## src/rtl/uart_cts_pkg.sv

```systemverilog
package uart_cts_pkg;
  typedef enum logic {
    TX_IDLE  = 1'b0,
    TX_SHIFT = 1'b1
  } tx_state_t;
endpackage

```

## src/rtl/uart_cts_sync.sv

```systemverilog
module uart_cts_sync #(
  parameter int   STAGES    = 2,
  parameter logic RESET_VAL = 1'b1
) (
  input  logic clk,
  input  logic rst,
  input  logic async_in,
  output logic sync_out
);
  logic [STAGES-1:0] chain_q;

  always_ff @(posedge clk) begin
    if (rst) chain_q <= {STAGES{RESET_VAL}};
    else     chain_q <= {chain_q[STAGES-2:0], async_in};
  end

  assign sync_out = chain_q[STAGES-1];
endmodule

```

## src/rtl/uart_tx_frame.sv

```systemverilog
module uart_tx_frame
  import uart_cts_pkg::*;
#(
  parameter int DATA_W        = 8,
  parameter int TICKS_PER_BIT = 4,
  localparam int FRAME_BITS   = DATA_W + 2,
  localparam int FRAME_TICKS  = FRAME_BITS * TICKS_PER_BIT,
  localparam int ELW          = $clog2(FRAME_TICKS + 1),
  localparam int SUBW         = (TICKS_PER_BIT > 1) ? $clog2(TICKS_PER_BIT) : 1,
  localparam int BITW         = $clog2(FRAME_BITS)
) (
  input  logic              clk,
  input  logic              rst,
  input  logic              baud_tick,
  input  logic              start,
  input  logic [DATA_W-1:0] start_data,
  output logic              busy,
  output logic [ELW-1:0]    elapsed,
  output logic              txd
);
  tx_state_t       state_q;
  logic [SUBW-1:0] sub_q;
  logic [BITW-1:0] bit_q;
  logic [ELW-1:0]  elapsed_q;
  logic [DATA_W:0] shift_q;
  logic            txd_q;
  logic            last_sub, last_bit, frame_end;

  assign last_sub  = (sub_q == SUBW'(TICKS_PER_BIT - 1));
  assign last_bit  = (bit_q == BITW'(FRAME_BITS - 1));
  assign frame_end = baud_tick && last_sub && last_bit;

  always_ff @(posedge clk) begin
    if (rst) begin
      state_q   <= TX_IDLE;
      sub_q     <= '0;
      bit_q     <= '0;
      elapsed_q <= '0;
      shift_q   <= '1;
      txd_q     <= 1'b1;
    end else begin
      case (state_q)
        TX_IDLE: begin
          txd_q <= 1'b1;
          if (start) begin
            state_q   <= TX_SHIFT;
            sub_q     <= '0;
            bit_q     <= '0;
            elapsed_q <= '0;
            shift_q   <= {1'b1, start_data};
            txd_q     <= 1'b0;
          end
        end
        default: begin
          if (baud_tick) begin
            elapsed_q <= elapsed_q + ELW'(1);
            if (last_sub) begin
              sub_q <= '0;
              if (last_bit) begin
                state_q <= TX_IDLE;
                txd_q   <= 1'b1;
              end else begin
                bit_q   <= bit_q + BITW'(1);
                txd_q   <= shift_q[0];
                shift_q <= {1'b1, shift_q[DATA_W:1]};
              end
            end else begin
              sub_q <= sub_q + SUBW'(1);
            end
          end
        end
      endcase
    end
  end

  assign busy    = (state_q == TX_SHIFT);
  assign elapsed = elapsed_q;
  assign txd     = txd_q;

  p_idle_mark_r1: assert property (@(posedge clk) disable iff (rst)
    (state_q == TX_IDLE) |-> txd_q);
  p_start_low_r1: assert property (@(posedge clk) disable iff (rst)
    $rose(busy) |-> !txd_q);
  p_no_abort_r8: assert property (@(posedge clk) disable iff (rst)
    (busy && !frame_end) |=> busy);
endmodule

```

## src/rtl/uart_cts_gate.sv

```systemverilog
module uart_cts_gate #(
  parameter int TICKS_PER_BIT = 4,
  parameter int FRAME_BITS    = 10,
  parameter int ELW           = 6,
  localparam int HALF_TICKS   = (FRAME_BITS * TICKS_PER_BIT) / 2
) (
  input  logic           clk,
  input  logic           rst,
  input  logic           flow_en,
  input  logic           cts_s,
  input  logic           busy,
  input  logic           start,
  input  logic [ELW-1:0] elapsed,
  output logic           allow
);
  logic cts_d_q;
  logic extra_q;
  logic negation;
  logic late_half;

  assign negation  = cts_s && !cts_d_q;
  assign late_half = (elapsed > ELW'(HALF_TICKS));

  always_ff @(posedge clk) begin
    if (rst) begin
      cts_d_q <= 1'b1;
      extra_q <= 1'b0;
    end else begin
      cts_d_q <= cts_s;
      if (!flow_en || !cts_s || start)
        extra_q <= 1'b0;
      else if (negation && busy && late_half)
        extra_q <= 1'b1;
    end
  end

  assign allow = !flow_en || !cts_s || extra_q;

  p_extra_late_r6: assert property (@(posedge clk) disable iff (rst)
    $rose(extra_q) |-> ($past(busy) && ($past(elapsed) > ELW'(HALF_TICKS))));
  p_extra_once_r6: assert property (@(posedge clk) disable iff (rst)
    (start && extra_q) |=> !extra_q);
endmodule

```

## src/rtl/uart_cts_tx.sv

```systemverilog
module uart_cts_tx #(
  parameter int DATA_W        = 8,
  parameter int TICKS_PER_BIT = 4,
  parameter int SYNC_STAGES   = 2,
  localparam int FRAME_BITS   = DATA_W + 2,
  localparam int FRAME_TICKS  = FRAME_BITS * TICKS_PER_BIT,
  localparam int ELW          = $clog2(FRAME_TICKS + 1)
) (
  input  logic              clk,
  input  logic              rst,
  input  logic              flow_en,
  input  logic              cts_n,
  input  logic              baud_tick,
  input  logic              in_valid,
  input  logic [DATA_W-1:0] in_data,
  output logic              in_ready,
  output logic              txd
);
  logic           cts_s;
  logic           busy;
  logic           allow;
  logic           start;
  logic [ELW-1:0] elapsed;

  uart_cts_sync #(.STAGES(SYNC_STAGES), .RESET_VAL(1'b1)) u_sync (
    .clk(clk), .rst(rst), .async_in(cts_n), .sync_out(cts_s)
  );

  uart_cts_gate #(.TICKS_PER_BIT(TICKS_PER_BIT), .FRAME_BITS(FRAME_BITS), .ELW(ELW)) u_gate (
    .clk(clk), .rst(rst), .flow_en(flow_en), .cts_s(cts_s), .busy(busy),
    .start(start), .elapsed(elapsed), .allow(allow)
  );

  uart_tx_frame #(.DATA_W(DATA_W), .TICKS_PER_BIT(TICKS_PER_BIT)) u_frame (
    .clk(clk), .rst(rst), .baud_tick(baud_tick), .start(start),
    .start_data(in_data), .busy(busy), .elapsed(elapsed), .txd(txd)
  );

  assign in_ready = !busy && allow;
  assign start    = in_valid && in_ready;

  p_take_then_busy_r2: assert property (@(posedge clk) disable iff (rst)
    (in_valid && in_ready) |=> !in_ready);
  p_stay_blocked_r4: assert property (@(posedge clk) disable iff (rst)
    ($past(flow_en) && flow_en && $past(cts_s) && cts_s && !$past(busy) && !$past(in_ready))
      |-> !in_ready);

  generate
    if (SYNC_STAGES == 2) begin : g_sync_chk
      p_sync_latency_r4: assert property (@(posedge clk) disable iff (rst)
        (!$past(rst) && !$past(rst, 2)) |-> (cts_s == $past(cts_n, 2)));
    end
  endgenerate
endmodule

```

## config.mk

```make
export PLATFORM = sky130hd
export DESIGN_NAME = uart_cts_tx
export DESIGN_NICKNAME = d
export VERILOG_FILES = /design/src/rtl/uart_cts_pkg.sv /design/src/rtl/uart_cts_sync.sv /design/src/rtl/uart_tx_frame.sv /design/src/rtl/uart_cts_gate.sv /design/src/rtl/uart_cts_tx.sv
export SDC_FILE = /design/constraint.sdc
export NUM_CORES = 1
export LEC_CHECK = 0
export ABC_AREA = 1
export BUFFER_PORTS_ARGS = -buffer_cell sky130_fd_sc_hd__buf_2
export CAP_MARGIN = 10
export CORE_AREA = 2 2 51 53
export CTS_CLUSTER_SIZE = 25
export DETAILED_ROUTE_END_ITERATION = 16
export DIE_AREA = 0 0 53 55
export MAX_ROUTING_LAYER = met4
export PLACE_DENSITY = 0.77
export SETUP_SLACK_MARGIN = 0.5
export SLEW_MARGIN = 20
export SYNTH_ARGS = -nofsm -noshare
export SYNTH_HDL_FRONTEND = slang
export SYNTH_HIERARCHICAL = 1
export SYNTH_SLANG_ARGS = --single-unit
export TNS_END_PERCENT = 1
```

## constraint.sdc

```tcl
create_clock -name clk -period 1.6 [get_ports clk]
set_input_delay 0.32 -clock clk [delete_from_list [all_inputs] [get_ports clk]]
set_output_delay 0.32 -clock clk [all_outputs]
set_load 0.02 [all_outputs]
```

After elaboration in Yosys (flattened, before gate mapping)
Cells that the tools add are included.
{"block": "totals", "register_bits": 27, "inputBits": 14, "out_inout_bits": 2, "word_cells": 62}
{"block": "classes", "n_mux": 27, "addsub": 3, "n_eq_ne": 5, "n_reduce_logical": 17, "magnitude_cmp": 1}
{"cell": "9-bit two-way mux", "count": 5}
{"cell": "4-bit two-way mux", "count": 5}
{"cell": "6-bit two-way mux", "count": 3}
{"cell": "1-bit two-way mux", "count": 10}
{"cell": "2-bit two-way mux", "count": 4}
{"cell": "6-bit by 1-bit adder with 6-bit output, second input constant", "count": 1}
{"cell": "6-bit by 5-bit greater-than comparator with 1-bit output, second input constant", "count": 1}
{"cell": "2-bit inequality test, second input constant", "count": 3}
{"cell": "1-bit logical AND", "count": 5}
{"cell": "4-bit by 1-bit adder with 4-bit output, second input constant", "count": 1}
{"cell": "4-bit equality test, second input constant", "count": 1}
{"cell": "1-bit logical NOT", "count": 4}
{"cell": "2-bit AND reduction", "count": 2}
{"cell": "4-bit AND reduction", "count": 1}
{"cell": "1-bit logical OR", "count": 3}
{"cell": "2-bit by 1-bit adder with 2-bit output, second input constant", "count": 1}
{"cell": "2-bit equality test, second input constant", "count": 1}
{"cell": "2-bit nonzero test", "count": 1}
{"cell": "2-bit OR reduction", "count": 1}

Logic depth before layout (Yosys ltp)
Gate-level depths: netlist of the first run.
{"block": "depth", "ltp_word": 7, "ltp_mapped": 10, "ltp_nobuf": 10}

Hierarchy
The synthesis of the first run kept the hierarchy.
{"mod": "uart_tx_frame", "area_per_inst_um2": 1084.8, "seq_area_each_um2": 440.4, "instances": 1, "cells_each": 158}
{"mod": "uart_cts_gate", "area_per_inst_um2": 117.6, "seq_area_each_um2": 40.0, "instances": 1, "cells_each": 19}
{"mod": "uart_cts_sync", "area_per_inst_um2": 58.8, "seq_area_each_um2": 40.0, "instances": 1, "cells_each": 7}
{"mod": "uart_cts_tx", "area_per_inst_um2": 23.8, "seq_area_each_um2": 0.0, "instances": 1, "cells_each": 5}

Worst setup path before layout of the first run
Ideal clock, no wire load.
{"block": "synth_path", "path_type": "register to register", "from": "register u_frame.bit_q[1]", "to": "register u_frame.shift_q[0]", "slack_ns": 0.387, "arrival_ns": 1.080, "required_ns": 1.466, "synth_period_minus_slack_ns": 1.213, "path_stages_with_launch": 8, "setup_ns": 0.134, "path_buffers": 1, "path_cell_list": "dfxtp_1 inv_1 ha_1 nand4_2 nand3_2 buf_6 nand2_1 nand3_1"}
{"block": "synth_via", "elab_chain_cells": 3}
{"element": "start, declared", "line": "uart_tx_frame.sv:23", "source": "logic [BITW-1:0] bit_q;"}
{"element": "start signal, assigned", "line": "uart_tx_frame.sv:63", "source": "bit_q <= bit_q + BITW'(1);"}
{"element": "4-bit equality test", "line": "uart_tx_frame.sv:30", "source": "assign last_bit = (bit_q == BITW'(FRAME_BITS - 1));"}
{"element": "2-bit inequality test (no line)"}
{"element": "4-bit AND reduction (no line)"}
{"element": "end signal, assigned", "line": "uart_tx_frame.sv:50", "source": "shift_q <= {1'b1, start_data};"}
{"element": "end signal, assigned", "line": "uart_tx_frame.sv:65", "source": "shift_q <= {1'b1, shift_q[DATA_W:1]};"}
{"element": "end, declared", "line": "uart_tx_frame.sv:25", "source": "logic [DATA_W:0] shift_q;"}
No other way between the ends.
A chain may end at the register's enable or synchronous reset.

Final worst setup path of the first run
{"block": "layout_path", "from": "register u_gate.extra_q", "to": "output in_ready"}
{"block": "layout_via", "elab_chain_cells": 2}
{"element": "start, declared", "line": "uart_cts_gate.sv:17", "source": "logic extra_q;"}
{"element": "start signal, assigned", "line": "uart_cts_gate.sv:27", "source": "extra_q <= 1'b0;"}
{"element": "start signal, assigned", "line": "uart_cts_gate.sv:31", "source": "extra_q <= 1'b0;"}
{"element": "start signal, assigned", "line": "uart_cts_gate.sv:33", "source": "extra_q <= 1'b1;"}
{"element": "1-bit logical OR", "line": "uart_cts_gate.sv:37", "source": "assign allow = !flow_en || !cts_s || extra_q;"}
{"element": "via allow", "line": "uart_cts_tx.sv:21", "source": "logic allow;"}
{"element": "1-bit logical AND", "line": "uart_cts_tx.sv:39", "source": "assign in_ready = !busy && allow;"}
{"element": "end, declared", "line": "uart_cts_tx.sv:16", "source": "output logic in_ready,"}
The timed path passes the listed nets, and every way through them passes these cells.

==> flow_metrics.tcl, run 1 <==
set metrics [dict create \
    grt_pass1_vias 1003 \
    via_count 1214 \
    clockRootBuffer "clkbuf_4" \
    chipHeight_um 55 \
    pin_count_of_the_biggest_net_entering_global_routing 16 \
    peakVddDrop_uv 694 \
    synth.yosys.warnings 6 \
    drc_errors 0 \
    drv_slew 0 \
    clock.fmax_ghz 0.738 \
    synth_most_common_cell "nand2_1" \
    grt_antenna_before_repair 0 \
    power-per-cell-area_nw_per_um2 897 \
    worst_slew_margin_rel 0.834 \
    global_route.overflow_total 0 \
    tritoncts_num_sinks 26 \
    cts_tree "yes" \
    tightest_slew_ns 0.249 \
    io_buffers 15 \
    initial_core_utilization 0.543 \
    peak_fanout_along_the_critical_path 2 \
    grtUsageTotal 0.198 \
    worst_skew_pair.late_latency_ns 0.33 \
    timing.setup.tns_ns 0 \
    clock_power_share 0.331 \
    placed_cells 233 \
    mean_instance_size_in_the_synthesized_netlist_sq_um 6.80 \
    hpwlAfterDp_um 1820 \
    synth-edff-count 0 \
    count_of_endpoints_failing_hold_in_the_final_timing_report 0 \
    clk_pin_slew_worst_paths_ns 0.15 \
    sw_power_w 0.000353 \
    synth_seq_cells 26 \
    dieWidth_um 53 \
    die_area_sq_um 2920 \
    final_net_count 232 \
    antenna_diodes 0 \
    worstPathRequired_ns 1.28 \
    setup_viol 0 \
    finalClockSkew_ns 0.0126 \
    worstSetupEndpointType "primary output" \
    final_cell_count_no_fill 243 \
    ios 16 \
    share_of_flip_flops_with_an_asynchronous_set_or_reset_after_synthesis 0 \
    drt-wirelength-per-cell_um 10.6 \
    status "finished clean" \
    hp-class "input port to register" \
    drt.antenna.violating_nets 0 \
    syn_nets 207 \
    gp_routability_congestion 0.799 \
    cts_hold_repair.buffers 0 \
    std_cell_rows 18 \
    first_pass_grt_wire_length_um 4150 \
    rsz0062_at_grt "yes" \
    timing.setup.critical_path_class "register to primary output" \
    postSynth.topFlopCell "dfxtp_1" \
    cap_viol_max_count 0 \
    comb_power_share 0.158 \
    p_seq_frac 0.511 \
    postSynthCellCount 189 \
    placeableCoreArea_sq_um 2360 \
    cts_buffer_depth 2 \
    internal_power_w 0.00102 \
    final_min_period_over_clock_period 0.847 \
    critical_path.startpoint_type "register" \
    synth_cell_type_count 24 \
    synth_area_leaders "dfxtp_1 (41%), nand2_1 (21%), inv_1 (7.6%), nand3_1 (5.8%), a21oi_1 (4.3%)" \
    crit_arrival_ns 1.04 \
    drive_above_1_share 0.225 \
    syn-cell-area_sq_um 1280 \
    ys_seq_area_frac 0.405 \
    cts_buffers 3 \
    cts_max_level 1 \
    synth_area_leader_cell "dfxtp_1" \
    area_grow_syn2layout_pct 19.2 \
    synth_top_cell_area_share 0.405 \
    design_power_total_w 0.00137 \
    initialDrtViolationCount 21 \
    firstDrtPassIters 4 \
    period_needed_ns 1.36 \
    yosys-top-cells-count "nand2_1 (71), dfxtp_1 (26), inv_1 (26)" \
    net_sw_frac 0.257 \
    post_drt_via_cell_ratio 5.00 \
    wirelength_um 2580 \
    power.static_leakage_nw 0.797 \
]
==> path summary, 6_finish.rpt <==
kind | start | end | slack, ns | cells after the start
hold reg to reg | u_sync/chain_q[0] | u_sync/chain_q[1] | 0.43 | 2
setup / recovery | u_gate/extra_q | in_ready | 0.24 | 5
hold / removal | cts_n | u_sync/chain_q[0] | 0.15 | 3
setup reg to reg | u_gate/extra_q | u_frame/shift_q[4] | 0.32 | 10
==> layout make-up <==
cell class / instances / area (sq um)
Timing Repair Buffer: 22 / 134
Inverter: 30 / 115
Multi-Input combinational cell: 131 / 664
Sequential cell: 26 / 528
Fill cell: 224 / 833
Tap cell: 30 / 37.5
Clock buffer: 3 / 22.5
Clock inverter: 1 / 30.0
==> power groups by stage <==
stage / Sequential, W / Combinational, W / Clock [W]
after floorplan: 0.000716 / 0.000140 / 0
after global placement: 0.000723 / 0.000174 / 0
after detailed placement: 0.000724 / 0.000179 / 0
after CTS: 0.000702 / 0.000207 / 0.000468
after global routing: 0.000706 / 0.000247 / 0.000486
final: 0.000702 / 0.000217 / 0.000454
==> registers in the layout, summed over array words and instances (netlist names) <==
register	flops
u_frame/shift_q	8
u_frame/sub_q	2
u_gate/extra_q	1
u_sync/chain_q	2
u_frame/txd	1
u_frame/bit_q	4
u_gate/cts_d_q	1
u_frame/busy	1
u_frame/elapsed	6
==> cell families (layout without fill, tap and decap cells) <==
kind of cell	Yosys count	count (layout)	share of synthesized area
AND/OR/NAND/NOR	107	108	0.369
buffers and inverters	33	56	0.103
flip-flops	26	26	0.405
AO/OA/AOI/OAI	19	19	0.0837
adder cells (fa/ha/maj)	4	4	0.0389
==> critical path, cell delays in order, from the launching register on <==
cell	delay [ns]
dfxtp_2	0.34
inv_2	0.05
nand3_2	0.07
nand2_2	0.08
inv_2	0.04
buf_6	0.12
==> routing by layer <==
metal | wire (um) | up-vias | global-route usage
met5 | 0 | - | -
met2 | 1250 | 20 | 0.344
met4 | 23 | 0 | 0.0641
met3 | 72 | 2 | 0.0242
met1 | 1230 | 544 | 0.242
li1 | - | 648 | -
==> per-stage QoR <==
stage               setup WS, ns  instance area, sq um  hold WS, ns   util
finish                     0.245                  1530        0.147  0.648
global route               0.179                  1530        0.140  0.648
CTS                        0.254                  1510        0.139  0.639
detailed placement         0.107                  1390        0.412  0.589
global placement           0.154                  1390        0.395  0.589
floorplan                  0.401                  1290        0.387      -
==> timing repair <==
item / 4_1_cts / 5_1_grt
cloned: 0 / 1
setup endpoints to repair: 24 / 24
buffers inserted: 5 / 0
gates resized for setup: 11 / 3
pin swaps: 2 / 1
==> cell usage in the layout (no fill, tap or decap), types with 3 or more instances in the layout <==
| cell type | count |
|---|---|
| a21oi_1 | 11 |
| buf_2 | 14 |
| buf_4 | 7 |
| clkbuf_4 | 3 |
| dfxtp_1 | 22 |
| dfxtp_2 | 3 |
| ha_1 | 4 |
| inv_1 | 24 |
| inv_2 | 5 |
| nand2_1 | 69 |
| nand2_2 | 4 |
| nand3_1 | 14 |
| nand4_1 | 6 |
| nor2_1 | 5 |
| o21ai_1 | 3 |
Power figures use the tool's default switching activity.
==> run 2: changes to the inputs <==
clock period = 1.3 ns   (was 1.6 ns; I/O delays follow)
==> flow_metrics.tcl, run 2 (synthesis results as in run 1) <==
set metrics [dict create \
    grt_antenna_before_repair 0 \
    worstPathRequired_ns 1.04 \
    clock.fmax_ghz 0.733 \
    placed_cells 242 \
    use_met2 0.490 \
    final_cell_count_no_fill 246 \
    antenna_diodes 0 \
    worstSetupEndpointType "primary output" \
    firstDrtPassIters 4 \
    drive_above_1_share 0.273 \
    std_cell_rows 18 \
    timing.setup.tns_ns -0.0860 \
    timing.setup.critical_path_class "register to primary output" \
    internal_power_w 0.00107 \
    peak_fanout_along_the_critical_path 2 \
    area_grow_syn2layout_pct 23.7 \
    drt-wirelength-per-cell_um 12.4 \
    gr-usage-met1 0.253 \
    cap_viol_max_count 0 \
    worst_slew_margin_rel 0.877 \
    hpwlAfterDp_um 2160 \
    global_route.overflow_total 0 \
    chipHeight_um 55 \
    clockRootBuffer "clkbuf_4" \
    violations "setup timing" \
    dieWidth_um 53 \
    final_net_count 236 \
    peakVddDrop_uv 878 \
    first_pass_grt_wire_length_um 4980 \
    tightest_slew_ns 0.184 \
    net_sw_frac 0.288 \
    power.static_leakage_nw 0.828 \
    grtUsageTotal 0.246 \
    io_buffers 15 \
    worst_skew_pair.late_latency_ns 0.32 \
    drv_slew 0 \
    cts_max_level 1 \
    rsz0062_at_grt "yes" \
    setup_viol 3 \
    crit_arrival_ns 1.11 \
    top_usage_layer "met2" \
    ios 16 \
    dpl-instance-area_sq_um 1470 \
    global_route_track_usage_on_met3 0.0242 \
    tritoncts_num_sinks 26 \
    die_area_sq_um 2920 \
    initial_core_utilization 0.543 \
    post-route-cell-area_sq_um 1590 \
    clk_pin_slew_worst_paths_ns 0.14 \
    via_count 1273 \
    count_of_endpoints_failing_hold_in_the_final_timing_report 0 \
    critical_path.startpoint_type "register" \
    sw_power_w 0.000434 \
    comb_power_share 0.196 \
    final_util 0.672 \
    drc_errors 0 \
    status "finished, violations left" \
    max_flop_register "u_frame/shift_q" \
    power-per-cell-area_nw_per_um2 947 \
    pin_count_of_the_biggest_net_entering_global_routing 17 \
    period_needed_ns 1.37 \
    grt_pass1_vias 1187 \
    cts_buffer_depth 2 \
    p_seq_frac 0.578 \
    layout.cells.most_common "nand2_1" \
    drt.antenna.violating_nets 0 \
    cts_tree "yes" \
    hp-class "input port to register" \
    cts_hold_repair.buffers 0 \
    gp_routability_congestion 0.800 \
    initialDrtViolationCount 45 \
    final_min_period_over_clock_period 1.05 \
    clock_power_share 0.226 \
    finalClockSkew_ns 0.00867 \
    placeableCoreArea_sq_um 2360 \
    post_drt_via_cell_ratio 5.17 \
    max_ffs_per_register 8 \
    wirelength_um 3050 \
    layout.cells.most_common_list "nand2_1 (66), inv_1 (24), dfxtp_1 (19)" \
    cts_buffers 3 \
    finalWorstSetupSlack_ns -0.0651 \
]
[run 2: cell count changes in the layout (fill, tap and decap cells not counted), sizes merged]
cell and change:
buf +5, bufinv -1, nand3 -1
[run 2: path summary, 6_finish.rpt]
kind | startpoint | to | slack [ns] | cells past startpoint
max | u_gate/extra_q | in_ready | -0.07 | 6
min reg2reg | u_frame/sub_q[0] | u_frame/sub_q[0] | 0.44 | 1
max reg2reg | u_gate/extra_q | u_frame/shift_q[1] | -0.01 | 10
min | cts_n | u_sync/chain_q[0] | 0.1 | 3
[run 2: routing by layer]
| layer | share of wire | vias to the layer above |
|---|---|---|
| li1 | - | 657 |
| met1 | 0.41 | 572 |
| met2 | 0.53 | 32 |
| met3 | 0.034 | 12 |
| met4 | 0.025 | 0 |
| met5 | 0 | - |
[run 2: layout make-up]
| type | count | area (sq um) |
|---|---|---|
| inverter | 30 | 115 |
| fill | 204 | 776 |
| tap | 30 | 37.5 |
| timing repair buffer | 27 | 198 |
| clock buffer | 3 | 22.5 |
| sequential | 26 | 529 |
| multi-input combinational | 130 | 687 |
[run 2: worst max-delay path, cell delays in order, from the launching register on]
cell     delay (ns)
dfxtp_2        0.35
inv_2          0.06
nand3_2        0.06
nand2_2        0.08
buf_6          0.09
inv_2          0.02
buf_6          0.11
[run 2: what timing repair did]
action | CTS | global route
buffers inserted | 1 | 0
endpoints found under the hold margin | 0 | 0
setup endpoints to repair | 25 | 25
resized for setup | 27 | 0
pin swaps | 6 | 3
[run 2: power by group through the flow]
stage / Combinational [W] / Clock [W] / Sequential, W
5_1_grt: 0.000329 / 0.000379 / 0.000873
3_5_place_dp: 0.000264 / 0 / 0.000884
2_1_floorplan: 0.000173 / 0 / 0.000881
4_1_cts: 0.000293 / 0.000353 / 0.000869
3_3_place_gp: 0.000253 / 0 / 0.000881
6_report: 0.000295 / 0.000340 / 0.000870
[run 2: metrics by stage]
stage | setup WS [ns] | total power (W) | hold WS [ns]
floorplan | 0.101 | 0.00105 | 0.329
global placement | -0.0363 | 0.00113 | 0.396
detailed placement | -0.0821 | 0.00115 | 0.418
CTS | -0.0537 | 0.00152 | 0.0921
global route | -0.126 | 0.00158 | 0.104
finish | -0.0651 | 0.00150 | 0.0982
